### src/rtl/f64_range_sel.sv
module f64_range_sel #(
  parameter int EXP_W  = 11,
  parameter int FRAC_W = 52
) (
  input  logic                      clk,
  input  logic                      rst_n,
  input  logic                      in_valid,
  input  logic [EXP_W+FRAC_W:0]     src_a,
  input  logic [EXP_W+FRAC_W:0]     src_b,
  input  logic [7:0]                op_ctrl,
  input  logic                      flush_den,
  output logic                      out_valid,
  output logic [EXP_W+FRAC_W:0]     result,
  output logic                      nan_invalid,
  output logic                      den_seen,
  output logic                      bad_ctrl
);
  localparam int W   = EXP_W + FRAC_W + 1;
  localparam int MSB = W - 1;
  localparam int QB  = FRAC_W - 1;

  logic [EXP_W-1:0]  ea, eb;
  logic [FRAC_W-1:0] fa, fb;
  assign ea = src_a[MSB-1:FRAC_W];
  assign eb = src_b[MSB-1:FRAC_W];
  assign fa = src_a[FRAC_W-1:0];
  assign fb = src_b[FRAC_W-1:0];

  logic a_nan, b_nan, a_snan, b_snan, a_qnan, b_qnan, a_den, b_den;
  assign a_nan  = (&ea) && (|fa);
  assign b_nan  = (&eb) && (|fb);
  assign a_snan = a_nan && !fa[QB];
  assign b_snan = b_nan && !fb[QB];
  assign a_qnan = a_nan && fa[QB];
  assign b_qnan = b_nan && fb[QB];
  assign a_den  = (ea == '0) && (|fa);
  assign b_den  = (eb == '0) && (|fb);

  logic [W-1:0] xa, xb;
  assign xa = (flush_den && a_den) ? {src_a[MSB], {(W-1){1'b0}}} : src_a;
  assign xb = (flush_den && b_den) ? {src_b[MSB], {(W-1){1'b0}}} : src_b;

  logic [W-2:0] ma, mb;
  logic         sa, sb, a_zero, b_zero, mag_le, mag_eq, val_le;
  assign ma     = xa[W-2:0];
  assign mb     = xb[W-2:0];
  assign sa     = xa[MSB];
  assign sb     = xb[MSB];
  assign a_zero = (ma == '0);
  assign b_zero = (mb == '0);
  assign mag_le = (ma <= mb);
  assign mag_eq = (ma == mb);

  always_comb begin
    if (sa != sb)      val_le = sa;
    else if (!sa)      val_le = mag_le;
    else               val_le = (mb <= ma);
  end

  logic         any_snan;
  logic [W-1:0] pick, nxt_res;
  logic         nxt_den;
  assign any_snan = a_snan || b_snan;

  always_comb begin
    pick = xa;
    if (b_qnan)
      pick = xa;
    else if (a_qnan)
      pick = xb;
    else if (a_zero && b_zero && (sa != sb))
      pick = {!op_ctrl[0], {(W-1){1'b0}}};
    else if (mag_eq && (sa != sb) && op_ctrl[1])
      pick = op_ctrl[0] ? (sa ? xb : xa) : (sa ? xa : xb);
    else begin
      case (op_ctrl[1:0])
        2'b00:   pick = val_le ? xa : xb;
        2'b01:   pick = val_le ? xb : xa;
        2'b10:   pick = mag_le ? xa : xb;
        default: pick = mag_le ? xb : xa;
      endcase
    end
  end

  always_comb begin
    if (a_snan)
      nxt_res = src_a | (W'(1) << QB);
    else if (b_snan)
      nxt_res = src_b | (W'(1) << QB);
    else begin
      nxt_res = pick;
      case (op_ctrl[3:2])
        2'b00:   nxt_res[MSB] = src_a[MSB];
        2'b01:   nxt_res[MSB] = pick[MSB];
        2'b10:   nxt_res[MSB] = 1'b0;
        default: nxt_res[MSB] = 1'b1;
      endcase
    end
  end

  assign nxt_den = !flush_den && !any_snan &&
                   ((a_den && !b_qnan) || (b_den && !a_qnan));

  always_ff @(posedge clk or negedge rst_n) begin
    if (!rst_n) begin
      out_valid   <= 1'b0;
      result      <= '0;
      nan_invalid <= 1'b0;
      den_seen    <= 1'b0;
      bad_ctrl    <= 1'b0;
    end else begin
      out_valid <= in_valid;
      if (in_valid) begin
        result      <= nxt_res;
        nan_invalid <= any_snan;
        den_seen    <= nxt_den;
        bad_ctrl    <= |op_ctrl[7:4];
      end
    end
  end


  valid_follow_chk: assert property (@(posedge clk) disable iff (!rst_n)
    in_valid |=> out_valid);

  hold_when_idle_chk: assert property (@(posedge clk) disable iff (!rst_n)
    !in_valid |=> !out_valid && $stable(result) && $stable(nan_invalid));

  quiet_on_invalid_chk: assert property (@(posedge clk) disable iff (!rst_n)
    in_valid && any_snan |=> nan_invalid && (&result[MSB-1:FRAC_W]) && result[QB]);

  flags_exclusive_chk: assert property (@(posedge clk) disable iff (!rst_n)
    out_valid |-> !(nan_invalid && den_seen));

  flush_no_flag_chk: assert property (@(posedge clk) disable iff (!rst_n)
    in_valid && flush_den |=> !den_seen);

  bad_ctrl_chk: assert property (@(posedge clk) disable iff (!rst_n)
    in_valid |=> bad_ctrl == ($past(op_ctrl[7:4]) != 4'd0));

  sign_clear_chk: assert property (@(posedge clk) disable iff (!rst_n)
    in_valid && !any_snan && op_ctrl[3:2] == 2'b10 |=> !result[MSB]);

  sign_set_chk: assert property (@(posedge clk) disable iff (!rst_n)
    in_valid && !any_snan && op_ctrl[3:2] == 2'b11 |=> result[MSB]);
endmodule

### config.mk
export PLATFORM = sky130hd
export DESIGN_NAME = f64_range_sel
export DESIGN_NICKNAME = d
export VERILOG_FILES = /design/src/rtl/f64_range_sel.sv
export SDC_FILE = /design/constraint.sdc
export NUM_CORES = 1
export LEC_CHECK = 0
export ABC_AREA = 1
export ABC_CLOCK_PERIOD_IN_PS = 800
export BUFFER_PORTS_ARGS = -buffer_cell sky130_fd_sc_hd__clkbuf_2
export CELL_PAD_IN_SITES_DETAIL_PLACEMENT = 2
export CELL_PAD_IN_SITES_GLOBAL_PLACEMENT = 2
export CORE_ASPECT_RATIO = 0.75
export CORE_MARGIN = 2
export CORE_UTILIZATION = 26
export CTS_CLUSTER_DIAMETER = 40
export DETAILED_ROUTE_END_ITERATION = 8
export GPL_TIMING_DRIVEN = 0
export PLACE_DENSITY = 0.78
export SLEW_MARGIN = 20
export SYNTH_ARGS = -nofsm -noshare
export SYNTH_HDL_FRONTEND = slang
export SYNTH_SLANG_ARGS = --single-unit
### constraint.sdc
create_clock -name clk -period 0.8 [get_ports clk]
set_clock_uncertainty 0.05 [all_clocks]
set_input_delay 0.04 -clock clk [delete_from_list [all_inputs] [get_ports clk]]
set_output_delay 0.04 -clock clk [all_outputs]
set_load 0.1 [all_outputs]
==> results.py <==
metrics = {
    "status": {
        "status": "complete, but fails checks",
        "failed_checks": "negative hold slack, negative setup slack",
    },
    "die": {
        "row_count": 71,
        "io_pins": 208,
        "die-area_sq_um": 51970,
        "die_height_um": 197.9,
        "core_region_area_sq_um": 49840,
        "start_util_pct": 26.16,
        "die_x_um": 262.6,
    },
    "power_and_ir_drop": {
        "peakVddDrop_mv": 1.140,
        "power_density_nw_per_um2": 1417,
        "p_leak_uw": 0.009915,
    },
    "global_route": {
        "grt_antenna_before_repair": 16,
        "grt_max_degree": 69,
        "grt_usage_pct": 48.90,
        "grt_pass1_vias": 23983,
        "grt_pass1_wl_um": 181500,
        "grt-ovfl-total": 0,
    },
    "setup_path": {
        "cp_data_arrival_time_ns": 6.03,
        "worstPathRequired_ns": 1.00,
        "cp-start-kind": "primary input",
        "setup.worst_path.end_class": "register",
        "r2r_slack_ns": -0.39,
        "ff2ff_path_depth": 2,
        "crit_fanout": 8,
        "crit_top_cell": "nand2_1",
        "path_class": "primary input to register",
        "crit_slowest_cell": "nand2_1",
        "critPathMaxStageDelay_ns": 0.51,
    },
    "synth": {
        "synthFlopType": "dfrtp_1",
        "synth.area.top_cells": "nand2_1, dfrtp_1, a21oi_1",
        "synth_edf_count": 0,
        "synth.net_count": 2676,
        "syn_area_sq_um": 13040,
        "ys_ff_latch": 68,
        "netlist_instances": 2480,
        "synthTopCellsByCount": "nand2_1, a21oi_1, nor2_1, inv_1, nand3_1",
        "avgSynthCellArea_sq_um": 5.258,
        "yosysWarningCount": 0,
        "seq_area_frac_synth_pct": 13.05,
        "netlist-cell-type-count": 43,
        "synthArstFlopShare_pct": 100.0,
        "yosysMostFrequentCell": "nand2_1",
        "synth_top_area_cell": "nand2_1",
        "synth.top_cell.area_share_pct": 20.50,
    },
    "timing": {
        "max_freq_mhz": 171.3,
        "period_needed_ns": 5.837,
        "holdWs_ns": -0.4294,
        "tightest_slew_ns": 1.374,
        "setup_violations": 135,
        "hold_viol_final": 68,
        "rsz0062_at_grt": "true",
        "finalCritPeriodShare_pct": 729.7,
        "setup_ws_ns": -5.037,
        "slew_headroom_pct": 8.400,
        "finalMaxSlewViolations": 0,
    },
    "route": {
        "drtAntennaViolNets": 0,
        "vias": 24112,
        "drc": 0,
        "dr.pass1.iters": 7,
        "wl_per_cell_um": 39.86,
        "viasPerCell": 6.817,
        "drt_iter0_drc": 3079,
        "routed_wirelength_um": 141000,
    },
    "clock_network": {
        "clock_latency_ns": 0.40,
        "cts_buffers": 9,
        "htree_levels": 3,
        "root_buffer": "clkbuf_16",
        "cts_tree": "done",
        "holdBufCountCts": 6,
        "clk_path_buf_depth": 2,
        "cts.clk_slew.worst_paths_ns": 0.08,
        "clock_sinks": 68,
    },
    "placement": {
        "gp_congestion": 1.033,
        "dp_cells": 3343,
        "port_buffers": 205,
        "hpwl_um": 88740,
    },
    "final_layout": {
        "drive_gt1_share_pct": 36.46,
        "final_cell_count_no_fill": 3537,
        "fin_nets": 3060,
        "area_growth_pct": 69.57,
        "final_util_pct": 44.36,
    },
    "run": {
        "cap_violations": 0,
    },
    "min_path": {
        "min_path_type": "primary input to asynchronous set/reset pin",
    },
}
## critical path: cells and delay by family
family          cells  cell delay [ns]
compound gates      2             0.51
simple gates       26             3.61
fa+ha+maj           1             0.41
buf+inv             7             1.41
## sequential cells by signal (all words and copies together) (netlist names)
name and count:
bad_ctrl 1, den_seen 1, nan_invalid 1, out_valid 1, result 64
## stage by stage
stage / setup WS, ns / hold slack (ns) / area, sq um / total power [uW] / setup TNS [ns]
after floorplan: -2.956 / -0.3056 / 13370 / 13170 / -188.49
after global placement: -6.894 / 0.1146 / 15220 / 17980 / -538.84
after detailed placement: -6.910 / 0.09420 / 15250 / 18310 / -436.15
after CTS: -3.785 / -0.3422 / 20850 / 28260 / -261.21
after global routing: -4.882 / -0.3551 / 22090 / 31610 / -310.86
final: -5.037 / -0.4294 / 22110 / 31340 / -316.38
## cell families after synthesis
kind of cell,count (synthesis),synth area share [%]
buf+inv,432,12.84
flops,68,13.05
fa+ha+maj,56,5.374
compound gates,578,24.38
simple gates,1346,44.35
## layer usage
layer | GRT usage, % | routed length (um)
met5 | 0 | 372
met4 | 32.93 | 12130
met3 | 18.24 | 20140
met2 | 72.20 | 56670
met1 | 59.26 | 51670
## final timing paths
path,start,endpoint
setup / recovery,src_b[24],result[44]
hold / removal,rst_n,result[8]
setup reg to reg,result[44],result[44]
hold reg to reg,result[24],result[24]
max in group asynchronous,rst_n,bad_ctrl
min in group clk,src_a[4],result[4]
## area by class of cell
class | count | area [sq um]
Clock buffer | 9 | 225.2
Sequential cell | 68 | 1788
Clock inverter | 7 | 81.33
Buffer | 178 | 1453
Tap cell | 657 | 822.0
Fill cell | 5768 | 27730
Timing Repair Buffer | 378 | 4687
Multi-Input combinational cell | 1980 | 11960
Inverter | 249 | 1067
Antenna cell | 11 | 27.53
## report_power, final
part	total [uW]	switching, uW	internal (uW)
sequential	4750	712	4040
clock	4910	2440	2470
combinational	21700	14400	7300
## layout by cell type, fill, tap and decap left out, types with 26 or more instances in the layout
cell	n
buf_4	125
clkbuf_1	95
nand3_1	194
o21ai_1	32
ha_1	41
a21oi_2	74
clkbuf_8	37
nor2_1	174
nor2_4	48
a31oi_1	45
buf_12	41
o211ai_1	57
buf_6	29
inv_1	172
nand4_1	117
clkbuf_2	78
inv_4	26
inv_2	37
a21oi_1	232
dfrtp_2	66
nand2_1	506
nand2_2	153
o21ai_0	98
clkbuf_16	91
nand2_4	40
## timing repair
action | CTS | global route
endpoints found under the hold margin | 72 | 68
cloned | 13 | 4
endpoints found under the setup margin | 135 | 135
setup buffers | 113 | 39
pin swaps | 146 | 158
gates resized for setup | 900 | 286
Note: power is estimated with default switching activity, not from simulation.
